<file path="src/rtl/pio_tmr_pkg.sv">
package pio_tmr_pkg;
    typedef enum logic [1:0] {
        ST_IDLE    = 2'd0,
        ST_STROBE  = 2'd1,
        ST_RECOVER = 2'd2
    } tmr_state_e;

    // register indices; classes 0..3 map to indices 1..4
    localparam int unsigned IDX_CTRL = 0;
    localparam int unsigned IDX_TMO  = 5;
    localparam int unsigned NUM_CLS  = 4;
    localparam int unsigned NUM_DEV  = 2;

    // control bit positions
    localparam int unsigned CTL_EN   = 15;
    localparam int unsigned CTL_FLAG = 8;
endpackage

</file>
<file path="src/rtl/pio_tmr_regs.sv">
module pio_tmr_regs
    import pio_tmr_pkg::*;
#(
    parameter int unsigned FW = 8,
    parameter int unsigned AW = 3
) (
    input  logic                                   clk,
    input  logic                                   rst_n,
    input  logic                                   we,
    input  logic [AW-1:0]                          addr,
    input  logic [NUM_DEV-1:0]                     be,
    input  logic [NUM_DEV*FW-1:0]                  wdata,
    output logic [NUM_DEV*FW-1:0]                  rdata,
    input  logic                                   tmo_set,
    output logic                                   en,
    output logic [NUM_DEV-1:0]                     udma,
    output logic                                   tmo_flag,
    output logic [NUM_CLS-1:0][NUM_DEV-1:0][FW-1:0] tim,
    output logic [NUM_DEV*FW-1:0]                  tmo_limit
);
    localparam int unsigned DW = NUM_DEV * FW;

    logic [DW-1:0] tmo_q;
    logic          en_q;
    logic [NUM_DEV-1:0] udma_q;
    logic          flag_q;

    for (genvar k = 0; k < NUM_CLS; k++) begin : g_cls
        for (genvar d = 0; d < NUM_DEV; d++) begin : g_dev
            logic [FW-1:0] q;
            always_ff @(posedge clk or negedge rst_n) begin
                if (!rst_n) begin
                    q <= '1;
                end else if (we && be[d] && addr == AW'(k + 1)) begin
                    q <= wdata[d*FW +: FW];
                end
            end
            assign tim[k][d] = q;
        end
    end

    for (genvar d = 0; d < NUM_DEV; d++) begin : g_tmo
        always_ff @(posedge clk or negedge rst_n) begin
            if (!rst_n) begin
                tmo_q[d*FW +: FW] <= '1;
            end else if (we && be[d] && addr == AW'(IDX_TMO)) begin
                tmo_q[d*FW +: FW] <= wdata[d*FW +: FW];
            end
        end
    end

    always_ff @(posedge clk or negedge rst_n) begin
        if (!rst_n) begin
            en_q   <= 1'b0;
            udma_q <= '0;
            flag_q <= 1'b0;
        end else begin
            if (we && addr == AW'(IDX_CTRL)) begin
                if (be[1]) en_q   <= wdata[CTL_EN];
                if (be[0]) udma_q <= wdata[NUM_DEV-1:0];
            end
            if (tmo_set) begin
                flag_q <= 1'b1;
            end else if (we && addr == AW'(IDX_CTRL) && be[1] && wdata[CTL_FLAG]) begin
                flag_q <= 1'b0;
            end
        end
    end

    always_comb begin
        rdata = '0;
        if (addr == AW'(IDX_CTRL)) begin
            rdata[CTL_EN]        = en_q;
            rdata[CTL_FLAG]      = flag_q;
            rdata[NUM_DEV-1:0]   = udma_q;
        end else if (addr == AW'(IDX_TMO)) begin
            rdata = tmo_q;
        end else begin
            for (int k = 0; k < NUM_CLS; k++) begin
                if (addr == AW'(k + 1)) rdata = tim[k];
            end
        end
    end

    assign en        = en_q;
    assign udma      = udma_q;
    assign tmo_flag  = flag_q;
    assign tmo_limit = tmo_q;
endmodule

</file>
<file path="src/rtl/pio_tmr_fsm.sv">
module pio_tmr_fsm
    import pio_tmr_pkg::*;
#(
    parameter int unsigned FW = 8,
    parameter int unsigned TW = 16
) (
    input  logic                                   clk,
    input  logic                                   rst_n,
    input  logic                                   en,
    input  logic                                   req,
    input  logic                                   req_data,
    input  logic                                   req_dev,
    input  logic                                   req_wr,
    input  logic                                   iordy,
    input  logic [NUM_CLS-1:0][NUM_DEV-1:0][FW-1:0] tim,
    input  logic [TW-1:0]                          tmo_limit,
    output logic                                   rd_stb,
    output logic                                   wr_stb,
    output logic                                   busy,
    output logic                                   tmo_hit
);
    tmr_state_e    state_q;
    logic [FW-1:0] cnt_q;
    logic [FW-1:0] rcv_q;
    logic [TW-1:0] tmo_q;
    logic          wr_q;

    logic [1:0]    stb_idx;
    logic [1:0]    rcv_idx;
    logic          cnt_zero;

    assign stb_idx  = req_data ? 2'd0 : 2'd2;
    assign rcv_idx  = req_data ? 2'd1 : 2'd3;
    assign cnt_zero = (cnt_q == '0);

    always_ff @(posedge clk or negedge rst_n) begin
        if (!rst_n) begin
            state_q <= ST_IDLE;
            cnt_q   <= '0;
            rcv_q   <= '0;
            tmo_q   <= '0;
            wr_q    <= 1'b0;
        end else begin
            unique case (state_q)
                ST_IDLE: begin
                    if (req && en) begin
                        state_q <= ST_STROBE;
                        cnt_q   <= tim[stb_idx][req_dev];
                        rcv_q   <= tim[rcv_idx][req_dev];
                        tmo_q   <= tmo_limit;
                        wr_q    <= req_wr;
                    end
                end
                ST_STROBE: begin
                    if (!cnt_zero) begin
                        cnt_q <= cnt_q - 1'b1;
                    end else if (iordy || tmo_q == '0) begin
                        state_q <= ST_RECOVER;
                        cnt_q   <= rcv_q;
                    end else begin
                        tmo_q <= tmo_q - 1'b1;
                    end
                end
                ST_RECOVER: begin
                    if (cnt_zero) begin
                        state_q <= ST_IDLE;
                    end else begin
                        cnt_q <= cnt_q - 1'b1;
                    end
                end
                default: state_q <= ST_IDLE;
            endcase
        end
    end

    always_comb begin
        rd_stb  = (state_q == ST_STROBE) && !wr_q;
        wr_stb  = (state_q == ST_STROBE) &&  wr_q;
        busy    = (state_q != ST_IDLE);
        tmo_hit = (state_q == ST_STROBE) && cnt_zero && !iordy && (tmo_q == '0);
    end
endmodule

</file>
<file path="src/rtl/pio_cycle_timer.sv">
module pio_cycle_timer
    import pio_tmr_pkg::*;
#(
    parameter int unsigned FW = 8,
    parameter int unsigned AW = 3
) (
    input  logic              clk,
    input  logic              rst_n,
    input  logic              cfg_we,
    input  logic [AW-1:0]     cfg_addr,
    input  logic [1:0]        cfg_be,
    input  logic [2*FW-1:0]   cfg_wdata,
    output logic [2*FW-1:0]   cfg_rdata,
    input  logic              acc_req,
    input  logic              acc_data,
    input  logic              acc_dev,
    input  logic              acc_wr,
    input  logic              iordy,
    output logic              rd_strobe,
    output logic              wr_strobe,
    output logic              busy,
    output logic              timeout_flag
);
    localparam int unsigned TW = NUM_DEV * FW;

    logic                                   en_w;
    logic [NUM_DEV-1:0]                     udma_w;
    logic                                   tmo_hit_w;
    logic [NUM_CLS-1:0][NUM_DEV-1:0][FW-1:0] tim_w;
    logic [TW-1:0]                          tmo_limit_w;

    pio_tmr_regs #(.FW(FW), .AW(AW)) i_regs (
        .clk       (clk),
        .rst_n     (rst_n),
        .we        (cfg_we),
        .addr      (cfg_addr),
        .be        (cfg_be),
        .wdata     (cfg_wdata),
        .rdata     (cfg_rdata),
        .tmo_set   (tmo_hit_w),
        .en        (en_w),
        .udma      (udma_w),
        .tmo_flag  (timeout_flag),
        .tim       (tim_w),
        .tmo_limit (tmo_limit_w)
    );

    pio_tmr_fsm #(.FW(FW), .TW(TW)) i_fsm (
        .clk       (clk),
        .rst_n     (rst_n),
        .en        (en_w),
        .req       (acc_req),
        .req_data  (acc_data),
        .req_dev   (acc_dev),
        .req_wr    (acc_wr),
        .iordy     (iordy),
        .tim       (tim_w),
        .tmo_limit (tmo_limit_w),
        .rd_stb    (rd_strobe),
        .wr_stb    (wr_strobe),
        .busy      (busy),
        .tmo_hit   (tmo_hit_w)
    );
endmodule

</file>
<file path="config.mk">
export PLATFORM = sky130hd
export DESIGN_NAME = pio_cycle_timer
export DESIGN_NICKNAME = d
export VERILOG_FILES = /design/src/rtl/pio_tmr_pkg.sv /design/src/rtl/pio_tmr_regs.sv /design/src/rtl/pio_tmr_fsm.sv /design/src/rtl/pio_cycle_timer.sv
export SDC_FILE = /design/constraint.sdc
export NUM_CORES = 1
export LEC_CHECK = 0
export BUFFER_PORTS_ARGS = -buffer_cell sky130_fd_sc_hd__buf_2
export CAP_MARGIN = 30
export CORE_ASPECT_RATIO = 0.7
export CORE_MARGIN = 5
export CORE_UTILIZATION = 50
export CTS_CLUSTER_SIZE = 12
export DETAILED_ROUTE_END_ITERATION = 6
export PLACE_DENSITY = 0.74
export SETUP_SLACK_MARGIN = 0.02
export SLEW_MARGIN = 20
export SYNTH_ARGS = -nofsm -noshare
export SYNTH_HDL_FRONTEND = slang
export SYNTH_SLANG_ARGS = --single-unit
export TNS_END_PERCENT = 1
</file>
<file path="constraint.sdc">
create_clock -name clk -period 2.8 [get_ports clk]
set_clock_uncertainty 0.05 [all_clocks]
set_input_delay 0.56 -clock clk [delete_from_list [all_inputs] [get_ports clk]]
set_output_delay 0.56 -clock clk [all_outputs]
set_load 0.02 [all_outputs]
</file>
Yosys cells after proc, flatten, opt, wreduce, memory -nomap -nowiden --
Cells that the tools add are included.
Storage, ports and cells: bits in registers 119, output and inout bits 20, bits of input ports 29, word-level logic and storage cells 111
Cells by class: mux-type cells 36, magnitude comparators 3, $add $sub $neg 2, equal/unequal tests 14, reduce and logical (&&, ||, !) cells 38
Operators by type and width (count):
- 2-to-1 mux 16 bit | 10
- binary-select mux 16 bit (select 2 bit) | 2
- 2-to-1 mux 8 bit | 8
- one-hot mux 16 bit (2 select lines) | 1
- one-hot mux 8 bit (3 select lines) | 1
- logical AND 1 bit | 21
- zero test 16 bit | 1
- subtractor 16 x 1 -> 16 bit, second input constant | 1
- 2-to-1 mux 2 bit | 7
- 2-to-1 mux 6 bit | 2
- AND reduction 4 bit | 3
- zero test 8 bit | 1
- inequality test 2 x 1 -> 1 bit, second input constant | 4
- subtractor 8 x 1 -> 8 bit, second input constant | 1
- == test 3 x 2 -> 1 bit, second input constant | 2
- == test 3 bit, second input constant | 2
- < comparator 2 x 3 -> 1 bit, second input constant | 2
- one-hot mux 2 bit (3 select lines) | 1
- AND reduction 2 bit | 3
- nonzero test 2 bit | 3
- 2-to-1 mux 1 bit | 4
- inequality test 2 bit, second input constant | 2
- == test 3 x 1 -> 1 bit, second input constant | 1
- zero test 3 bit | 1
- other kinds (8) | 9

Logic depth before layout (Yosys ltp) --
Gate-level depths: netlist (run 1).
depth after elaboration 7, mapped depth 9, mapped depth without buffers 7

By module --
From an unflattened synthesis (run 1), not the netlist that was laid out.
Unflattened totals: cell total of the unflattened synthesis 569, area total of the unflattened synthesis 6887.9 µm²
Modules (own cells, without submodules):
- pio_tmr_regs | area each 4091.4 µm², seq. area each 2202.1 µm², instances 1, cells each 294
- pio_tmr_fsm | area each 2796.4 µm², seq. area each 875.8 µm², instances 1, cells each 275

Least setup slack after synthesis (run 1) --
No wires, ideal clock.
kind input to output, from in cfg_addr[2], to out cfg_rdata[10], arrival time 1929 ps, required time 2190 ps, cell stages on the path 5, buffers on the path 2, slack 261 ps, cells stage by stage clkbuf_1 -> nor2b_1 -> buf_1 -> a21oi_1 -> o21ai_0
On the way: longest elaborated chain between the ends 7, elaborated cells between the ends (all ways) 12, those cells by class eq/ne: 5; mux: 6; reduce/logical: 1
RTL lines:
- from (decl) | RTL line pio_cycle_timer.sv:10 | input logic [AW-1:0] cfg_addr,
- == test 3 x 1 -> 1 bit | RTL line pio_tmr_regs.sv:80 | if (addr == AW'(k + 1)) rdata = tim[k];
- 2-to-1 mux 16 bit (4 in a row) | RTL line pio_tmr_regs.sv:80
- 2-to-1 mux 16 bit | RTL line pio_tmr_regs.sv:76 | end else if (addr == AW'(IDX_TMO)) begin
- 2-to-1 mux 6 bit * | RTL line pio_tmr_regs.sv:72 | if (addr == AW'(IDX_CTRL)) begin
- to (decl) | RTL line pio_cycle_timer.sv:13 | output logic [2*FW-1:0] cfg_rdata,
Mark *: on every way between the ends. The rest lies on a longest branch, timed or not.

Worst setup path in the final report (run 1) --
from in cfg_addr[0], to out cfg_rdata[9]
Same word-level chain as after synthesis.

==> results of run 1 <==
[cells in the final DEF (no fill, tap or decap), drive strengths merged, types with 3 or more instances in the layout]
master    n
a221oi    3
ha        7
mux4     16
and2      3
inv      17
nor3b     3
dfstp    80
nor3     15
o31ai     4
mux2i     5
o21a      3
nand4     3
a22o      3
o21ai    22
clkbuf   18
or4       3
nand3     3
nand2    50
a211oi    6
a31oi     5
clkinv    5
buf      79
dfrtp    39
nor4      7
nor2     56
o22ai     9
a21oi    23
mux2    108
nand2b    5
o22a      3
bufinv    6
a311oi    9
a22oi    17
[metal layers]
metal | track usage, % | vias up | part of all wire, %
li1 | - | 2350 | -
met2 | 36.96 | 286 | 45
met1 | 35.78 | 2686 | 45
met4 | 6.856 | 0 | 1.6
met3 | 7.436 | 35 | 9.0
met5 | 0 | - | 0
[synthesized netlist by cell type, types with 9 or more instances]
library cell and number:
a22oi_1 17, a21oi_1 23, nor2_1 55, nor3_1 13, o22ai_1 9, nand2_1 49
inv_1 14, a311oi_1 9, dfstp_2 80, mux4_2 16, o21ai_0 20, dfrtp_1 39
clkbuf_1 20, mux2_2 108
[path summary, 6_finish.rpt]
path,to,slack [ns],cells after the start,start
max,cfg_rdata[9],0.24,8,cfg_addr[0]
min,i_fsm.tmo_q[6]$_DFFE_PN0P_,0.08,1,rst_n
max reg2reg,i_fsm.tmo_q[7]$_DFFE_PN0P_,0.28,8,i_fsm.tmo_q[0]$_DFFE_PN0P_
min reg2reg,i_fsm.rcv_q[7]$_DFFE_PN0P_,0.46,1,i_fsm.rcv_q[7]$_DFFE_PN0P_
max in group asynchronous,i_regs.g_cls[2].g_dev[0].q[1]$_DFFE_PN1P_,1.84,2,rst_n
min in group clk,i_fsm.wr_q$_DFFE_PN0P_,0.32,2,acc_wr
[cell type report]
| type | count | area share [%] |
|---|---|---|
| multi-input combinational | 424 | 42.89 |
| sequential | 119 | 38.69 |
| timing repair buffer | 79 | 6.606 |
| clock buffer | 18 | 5.395 |
| clock inverter | 14 | 3.098 |
| tap | 166 | 2.611 |
| inverter | 15 | 0.7078 |
[kinds of logic (layout without fill, tap and decap cells)]
family	Yosys count	in the layout	share of synthesized area, %
compound gates	124	124	12.88
xor+xnor	3	3	0.3944
fa+ha+maj	7	7	1.314
buf+inv	45	126	2.610
flops	119	119	46.19
mux	129	129	24.41
simple gates	161	161	12.20
[where the power goes]
group / total (mW) / internal (mW) / leakage, nW / switching (mW)
Clock: 2.53 / 1.68 / 0.326 / 0.848
Combinational: 0.868 / 0.471 / 1.61 / 0.397
Sequential: 2.54 / 2.21 / 1.33 / 0.330
Total: 5.94 / 4.36 / 3.27 / 1.57
[critical path: cells and delay by family]
kind,cells,cell delay (ns)
AO/OA/AOI/OAI,3,0.40
AND/OR/NAND/NOR,2,0.35
buffers and inverters,3,0.62
[registers in the layout, summed over array words and instances (netlist names)]
name	count
i_regs.udma	2
i_fsm.tmo_q	16
i_fsm.rcv_q	8
i_fsm.cnt_q	8
i_fsm.state_q	2
i_regs.en	1
i_regs.tmo_limit	16
i_regs.g_cls.g_dev.q	64
i_regs.tmo_flag	1
i_fsm.wr_q	1
[metrics by stage]
step / hold slack [ns] / setup WS, ns / utilization [%] / area (sq um) / total power, mW
finish: 0.07538 / 0.2378 / 60.75 / 7955 / 5.936
CTS: 0.09022 / 0.2513 / 60.75 / 7955 / 5.951
detailed placement: 0.4513 / 0.2720 / 55.59 / 7279 / 3.397
global route: 0.1207 / 0.08854 / 60.75 / 7955 / 6.144
floorplan: 0.2144 / 0.2612 / - / 6664 / 2.976
global placement: 0.4450 / 0.3147 / 55.59 / 7279 / 3.346
==> metrics.cfg, run 1 <==
[outcome]
outcome=complete, no violations

[global_route]
gr-total-overflow=0
grt_max_degree=61
gr-usage-all-layers_pct=24.94
grt_pass1_wl_um=30420
antenna_found_initial=0
first_global_vias=5465

[timing]
max_freq_ghz=0.3903
slew_headroom_pct=51.62
slew_viol_final=0
rsz0062_at_grt=no
layout_worst_path_cycle_share_pct=91.51
worst_pin_slew_ns=0.7214
period_minus_slack_ns=2.562
finalSetupViolations=0
finalHoldViolations=0
setup_tns_ns=0

[worst_setup_path]
startpoint_type=input pin
crit_top_cell=buf_2
crit_path_cell_trace=buf_2, nor2b_1, buf_12, a22oi_1, nor2_1, a21oi_1, o21ai_0, buf_2
max_stage_delay_ns=0.27
crit_slowest_cell=o21ai_0
critPathArrivalTime_ns=1.95
worstSetupPathType=in2out
path_max_fanout=16
cp-end-kind=primary output
required_ns=2.19

[drt]
dr_total_vias=5357
ant_nets=0
drt-initial-drc-count=737
wirelength_um=18980
via_per_inst=6.416
wl_per_cell_um=22.72
drt-pass1-iter-count=5
drcViolationCount=0

[logic_synthesis]
synth_nets=624
synth-main-ff-cell=dfstp_2
yosysTopAreaCellShare_pct=31.54
yosys.area.top_type=dfstp_2
synth_edf_count=0
yosys_register_bits=119
synthDistinctLibCells=66
synth.cell_area_sq_mm=0.006664
async_flop_share_pct=100.0
synthCells=588
yosysWarnings=0
syn_area_per_cell_sq_um=11.33
yosysSeqAreaShare_pct=46.19
synthTopCellsByArea=dfstp_2 32%, mux2_2 18%, dfrtp_1 15%, mux4_2 5.4%, nor2_1 3.1%

[floorplanning]
start_util_pct=50.89
die_width_um=148.0
die_area_sq_mm=0.01577
num_io_pins=49
num_rows=35
core_area_sq_mm=0.01309
die_y_um=106.6

[final_layout]
num-fill-cells=999
drive_above_1_share_pct=49.03
layout.nets=692
antenna_cells=0
final_cells=835
multiInputGateArea_sq_mm=0.003412
syn2layout_area_growth_pct=19.38
ff_latch_area_sq_mm=0.003078

[min_path]
hold_class=in2async

[run]
cap_violations=0

[clock_network]
cts_root_buf=clkbuf_16
clock-sinks=119
clk_pin_slew_ns=0.06
cts-htree-levels=4
cts_made_buffers=17
cts_max_path_buffers=2
cts_tree=yes
clock_latency_ns=0.42
cts_resized=0
cts_setup_buffers=0
cts_hold_buf=0

[placed_design]
gp_congestion=0.9224
io_buffers=48
place_hpwl_um=13510
dp_cells=803

[power_and_ir_drop]
power.leakage_nw=3.265
irDropWorstVdd_uv=463.7
powerDensity_mw_per_mm2=746.2

(Power assumes the default switching activity.)
==> inputs of run 2 (changes only) <==
--- a/config.mk
+++ b/config.mk
@@ -12,6 +12,7 @@
 export CORE_UTILIZATION = 50
 export CTS_CLUSTER_SIZE = 12
 export DETAILED_ROUTE_END_ITERATION = 6
+export MAX_ROUTING_LAYER = met4
 export PLACE_DENSITY = 0.74
 export SETUP_SLACK_MARGIN = 0.02
 export SLEW_MARGIN = 20
==> run 2 against run 1 <==
Setup slack got worse by 0.030 ns. Maximum frequency is 1.1% lower. Combinational power increased by 0.6%. First-iteration DRC count fell by 13%. Worst hold slack worse by 0.0029 ns. Die area did not move. Utilization down 0.84 points.
==> metrics.cfg, run 2 (synthesized netlist as in run 1, its figures left out) <==
[outcome]
outcome=complete, no violations  ; unchanged

[drt]
wl_per_cell_um=22.80  ; was 22.72 um
wirelength_um=19040  ; was 18,980 um
via_per_inst=6.511  ; was 6.416
drt-initial-drc-count=639  ; was 737
ant_nets=0  ; unchanged
drt-pass1-iter-count=5  ; unchanged
dr_total_vias=5437  ; was 5,357
drcViolationCount=0  ; unchanged

[clock_network]
cts_setup_buffers=0  ; unchanged
cts_made_buffers=17  ; unchanged
cts_root_buf=clkbuf_16  ; unchanged
cts_max_path_buffers=2  ; unchanged
cts_resized=0  ; unchanged
cts-htree-levels=4  ; unchanged
cts_tree=yes  ; unchanged
clock_latency_ns=0.42  ; about the same
clk_pin_slew_ns=0.06  ; about the same
clock-sinks=119  ; unchanged
cts_hold_buf=0  ; unchanged

[timing]
slew_viol_final=0  ; unchanged
finalSetupViolations=0  ; unchanged
period_minus_slack_ns=2.592  ; was 2.562 ns
finalHoldViolations=0  ; unchanged
slew_headroom_pct=51.63  ; was 51.62%
worst_pin_slew_ns=0.7212  ; was 0.7214 ns
max_freq_ghz=0.3858  ; was 0.3903 GHz
layout_worst_path_cycle_share_pct=92.56  ; was 91.51%
setup_tns_ns=0  ; unchanged
rsz0062_at_grt=no  ; unchanged

[floorplanning]
die_y_um=106.6  ; unchanged
num_rows=35  ; unchanged
start_util_pct=50.89  ; unchanged
core_area_sq_mm=0.01309  ; unchanged
die_area_sq_mm=0.01577  ; unchanged
die_width_um=148.0  ; unchanged
num_io_pins=49  ; unchanged

[final_layout]
layout_common_cells=108 x mux2_2, 80 x dfstp_2, 55 x nor2_1  ; unchanged
layout.nets=692  ; unchanged
layout.cells.most_common=mux2_2  ; unchanged
final_cells=835  ; unchanged
syn2layout_area_growth_pct=17.72  ; was 19.38%
largest_reg_flops=64  ; unchanged
antenna_cells=0  ; unchanged
drive_above_1_share_pct=49.03  ; unchanged
largest-register=i_regs.g_cls.g_dev.q  ; unchanged

[placed_design]
io_buffers=48  ; unchanged
dp_cells=803  ; unchanged
place_hpwl_um=13600  ; was 13,510 um
gp_congestion=0.9428  ; was 0.9224

[global_route]
gr-total-overflow=0  ; unchanged
grt_pass1_wl_um=30590  ; was 30,420 um
gr-usage-all-layers_pct=25.68  ; was 24.94%
grt_max_degree=61  ; unchanged
antenna_found_initial=0  ; unchanged
first_global_vias=5378  ; was 5,465

[worst_setup_path]
worstSetupPathType=in2out  ; unchanged
required_ns=2.19  ; about the same
path_max_fanout=30  ; was 16
startpoint_type=input pin  ; unchanged
cp-end-kind=primary output  ; unchanged
critPathArrivalTime_ns=1.98  ; was 1.95 ns

[run]
cap_violations=0  ; unchanged

[power_and_ir_drop]
powerDensity_mw_per_mm2=702.0  ; was 746.2 mW/mm^2
power.leakage_nw=3.214  ; was 3.265 nW
irDropWorstVdd_uv=584.0  ; was 463.7 uV

[min_path]
hold_class=in2async  ; unchanged

run 2: worst paths after layout:
path	startpoint	end	slack, ns	cells past startpoint
worst max-delay path	cfg_addr[1]	cfg_rdata[3]	0.21	8
max in group asynchronous	rst_n	i_regs.g_cls[1].g_dev[0].q[1]$_DFFE_PN1P_	1.86	2
worst min register to register	i_fsm.rcv_q[3]$_DFFE_PN0P_	i_fsm.rcv_q[3]$_DFFE_PN0P_	0.46	1
worst min-delay path	rst_n	i_fsm.tmo_q[11]$_DFFE_PN0P_	0.07	1
min in group clk	acc_wr	i_fsm.wr_q$_DFFE_PN0P_	0.34	2
worst max register to register	i_fsm.tmo_q[0]$_DFFE_PN0P_	i_fsm.tmo_q[7]$_DFFE_PN0P_	0.29	8
run 2: worst max-delay path: stages:
cell     delay (ns)
buf_2          0.12
buf_12         0.19
mux2_2         0.36
a22oi_1        0.19
nor2_1         0.08
a21oi_1        0.20
o21ai_0        0.10
buf_2          0.16
run 2: where the power goes:
| group | total (mW) | switching (mW) | internal (mW) |
|---|---|---|---|
| sequential | 2.54 | 0.328 | 2.21 |
| clock | 2.10 | 0.843 | 1.25 |
| combinational | 0.873 | 0.402 | 0.472 |
| total | 5.51 | 1.57 | 3.93 |
run 2: final cells by class:
cell class | instances | area (sq um)
clock inverters | 13 | 122.6
flip-flops and latches | 119 | 3078
multi-input cells | 424 | 3412
clock buffers | 19 | 442.9
well taps | 166 | 207.7
repair buffers | 79 | 525.5
inverters | 15 | 56.30
fillers | 1041 | 5249
run 2: per-stage QoR:
step / total power, mW / setup WS (ns) / hold WS (ns) / area (sq um) / utilization, %
final: 5.507 / 0.2083 / 0.07245 / 7845 / 59.91
after global routing: 5.707 / 0.09721 / 0.1053 / 7845 / 59.91
after CTS: 5.506 / 0.2174 / 0.08844 / 7845 / 59.91
after detailed placement: 3.400 / 0.2475 / 0.4480 / 7279 / 55.59
after global placement: 3.346 / 0.3070 / 0.4457 / 7279 / 55.59
after floorplan: 2.976 / 0.2612 / 0.2144 / 6664 / -
run 2: metal layers:
metal | share of wire (%) | vias up | global-route usage (%) | wire [um]
met5 | 0 | - | - | 0
met4 | 2.3 | 0 | 7.647 | 442
met3 | 9.4 | 50 | 6.422 | 1799
met2 | 45 | 311 | 37.61 | 8523
met1 | 43 | 2722 | 35.67 | 8273
li1 | - | 2354 | - | -
==> inputs of run 3 (changes only) <==
--- a/config.mk
+++ b/config.mk
@@ -9,11 +9,11 @@
 export CAP_MARGIN = 30
 export CORE_ASPECT_RATIO = 0.7
 export CORE_MARGIN = 5
-export CORE_UTILIZATION = 50
+export CORE_UTILIZATION = 60
 export CTS_CLUSTER_SIZE = 12
 export DETAILED_ROUTE_END_ITERATION = 6
 export MAX_ROUTING_LAYER = met4
-export PLACE_DENSITY = 0.74
+export PLACE_DENSITY = 0.85
 export SETUP_SLACK_MARGIN = 0.02
 export SLEW_MARGIN = 20
 export SYNTH_ARGS = -nofsm -noshare
==> run 3 against run 2 <==
Maximum frequency down 0.53%. Combinational power increased by 3.0%. Largest cell class unchanged. Clock-buffer cell count down 2. Sequential cell count stayed put.
==> metrics.cfg, run 3 (synthesized netlist as in run 1, its figures left out) <==
[worst_setup_path]
worstSetupPathType=in2out  ; unchanged
max_stage_delay_ns=0.37  ; was 0.36 ns
path_max_fanout=12  ; was 30
startpoint_type=input pin  ; unchanged
cp-end-kind=primary output  ; unchanged
crit_slowest_cell=mux2_2  ; unchanged
crit_path_cell_trace=buf_2, buf_12, mux2_2, a22oi_1, nor2_1, a21oi_1, o21ai_0, buf_2  ; unchanged
required_ns=2.19  ; about the same
crit_top_cell=buf_2  ; unchanged
worst-path-buf-inv=3  ; unchanged
critPathArrivalTime_ns=2.00  ; was 1.98 ns
critPathTopFamily=buffers and inverters  ; was compound AO/OA/AOI/OAI gates

[final_layout]
final_cells=833  ; was 835
ff_latch_area_sq_mm=0.003078  ; unchanged
largest-register=i_regs.g_cls.g_dev.q  ; unchanged
layout.cells.most_common=mux2_2  ; unchanged
syn2layout_area_growth_pct=19.41  ; was 17.72%
largest_reg_flops=64  ; unchanged
layout_common_cells=108 x mux2_2, 80 x dfstp_2, 55 x nor2_1  ; unchanged
num-fill-cells=695  ; was 1,041
drive_above_1_share_pct=49.93  ; was 49.03%
layout.nets=702  ; was 692
multiInputGateArea_sq_mm=0.003412  ; unchanged

[clock_network]
cts-htree-levels=4  ; unchanged
cts_setup_buffers=0  ; unchanged
cts_tree=yes  ; unchanged
cts_hold_buf=0  ; unchanged
cts_root_buf=clkbuf_16  ; unchanged
clk_pin_slew_ns=0.06  ; about the same
cts_max_path_buffers=2  ; unchanged
clock-sinks=119  ; unchanged
cts_resized=0  ; unchanged
clock_latency_ns=0.42  ; about the same
cts_made_buffers=17  ; unchanged

[floorplanning]
num_rows=32  ; was 35
die_width_um=136.0  ; was 148.0 um
core_area_sq_mm=0.01093  ; was 0.01309 sq mm
die_y_um=98.18  ; was 106.6 um
num_io_pins=49  ; unchanged
die_area_sq_mm=0.01335  ; was 0.01577 sq mm
start_util_pct=60.97  ; was 50.89%

[outcome]
outcome=complete, no violations  ; unchanged

[drt]
wirelength_um=19480  ; was 19,040 um
drt-initial-drc-count=728  ; was 639
drcViolationCount=0  ; unchanged
wl_per_cell_um=23.38  ; was 22.80 um
via_per_inst=6.695  ; was 6.511
drt-pass1-iter-count=5  ; unchanged
ant_nets=0  ; unchanged
dr_total_vias=5577  ; was 5,437

[timing]
finalHoldViolations=0  ; unchanged
slew_viol_final=0  ; unchanged
finalSetupViolations=0  ; unchanged
rsz0062_at_grt=no  ; unchanged
setup_tns_ns=0  ; unchanged
max_freq_ghz=0.3838  ; was 0.3858 GHz
worst_pin_slew_ns=0.7192  ; was 0.7212 ns
layout_worst_path_cycle_share_pct=93.05  ; was 92.56%
slew_headroom_pct=51.84  ; was 51.63%
period_minus_slack_ns=2.606  ; was 2.592 ns

[power_and_ir_drop]
power.leakage_nw=3.294  ; was 3.214 nW
powerDensity_mw_per_mm2=725.6  ; was 702.0 mW/mm^2
irDropWorstVdd_uv=482.2  ; was 584.0 uV

[global_route]
grt_max_degree=54  ; was 61
gr-total-overflow=0  ; unchanged
antenna_found_initial=1  ; was 0
first_global_vias=5465  ; was 5,378
grt_pass1_wl_um=30890  ; was 30,590 um
gr-usage-all-layers_pct=31.42  ; was 25.68%

[run]
cap_violations=0  ; unchanged

[placed_design]
gp_congestion=0.9712  ; was 0.9428
place_hpwl_um=13540  ; was 13,600 um
dp_cells=799  ; was 803
io_buffers=48  ; unchanged

[min_path]
hold_class=in2async  ; unchanged

## run 3: cell types whose count changed in the layout (fill, tap and decap cells not counted), moves of 2 or more
cell,previous run,this run
buf_12,4,2
bufinv_16,1,4
inv_8,0,2
buf_4,28,40
## run 3: layout make-up
type,count,area share (%)
well taps,153,2.406
diodes,1,0.03145
repair buffers,89,7.233
multi-input cells,424,42.88
clock inverters,15,2.720
inverters,15,0.7075
clock buffers,17,5.346
flip-flops and latches,119,38.68
## run 3: path summary, 6_finish.rpt
path / startpoint / to / slack, ns / cells past startpoint
max: cfg_addr[1] / cfg_rdata[4] / 0.19 / 8
min: rst_n / i_fsm.tmo_q[5]$_DFFE_PN0P_ / 0.04 / 1
max reg2reg: i_fsm.cnt_q[0]$_DFFE_PN0P_ / i_fsm.tmo_q[7]$_DFFE_PN0P_ / 0.25 / 7
min reg2reg: i_regs.udma[0]$_DFFE_PN0P_ / i_regs.udma[0]$_DFFE_PN0P_ / 0.46 / 1
max in group asynchronous: rst_n / i_regs.g_cls[2].g_dev[1].q[0]$_DFFE_PN1P_ / 1.97 / 2
min in group clk: acc_wr / i_fsm.wr_q$_DFFE_PN0P_ / 0.32 / 2
## run 3: power by group
part,total [mW],switching [mW],internal (mW)
registers,2.50,0.287,2.21
clock network,2.38,0.868,1.51
logic,0.899,0.423,0.476
total,5.77,1.58,4.20
## run 3: layer usage
layer / GRT usage [%] / vias up / wire length (um)
met5: - / - / 0
met4: 12.47 / 0 / 699
met3: 9.578 / 74 / 2211
met2: 44.27 / 388 / 8784
met1: 42.62 / 2748 / 7780
li1: - / 2367 / -
## run 3: per-stage QoR
stage | power (mW) | util, % | cell area, sq um | setup WS [ns] | hold WS (ns)
after detailed placement | 3.364 | 66.84 | 7306 | 0.2233 | 0.4459
after floorplan | 2.976 | - | 6664 | 0.2612 | 0.2144
final | 5.774 | 72.80 | 7958 | 0.1945 | 0.04456
after global placement | 3.306 | 66.84 | 7306 | 0.3289 | 0.4396
after global routing | 5.979 | 72.80 | 7958 | 0.02858 | 0.06629
after CTS | 5.773 | 72.71 | 7948 | 0.1948 | 0.04926
## run 3: worst reg2reg max path, delay by kind of cell, from the launching register on
kind	cells	cell delay, ns
simple gates	3	1.22
compound gates	2	0.46
flops	1	0.41
fa+ha+maj	1	0.23
buf+inv	1	0.10
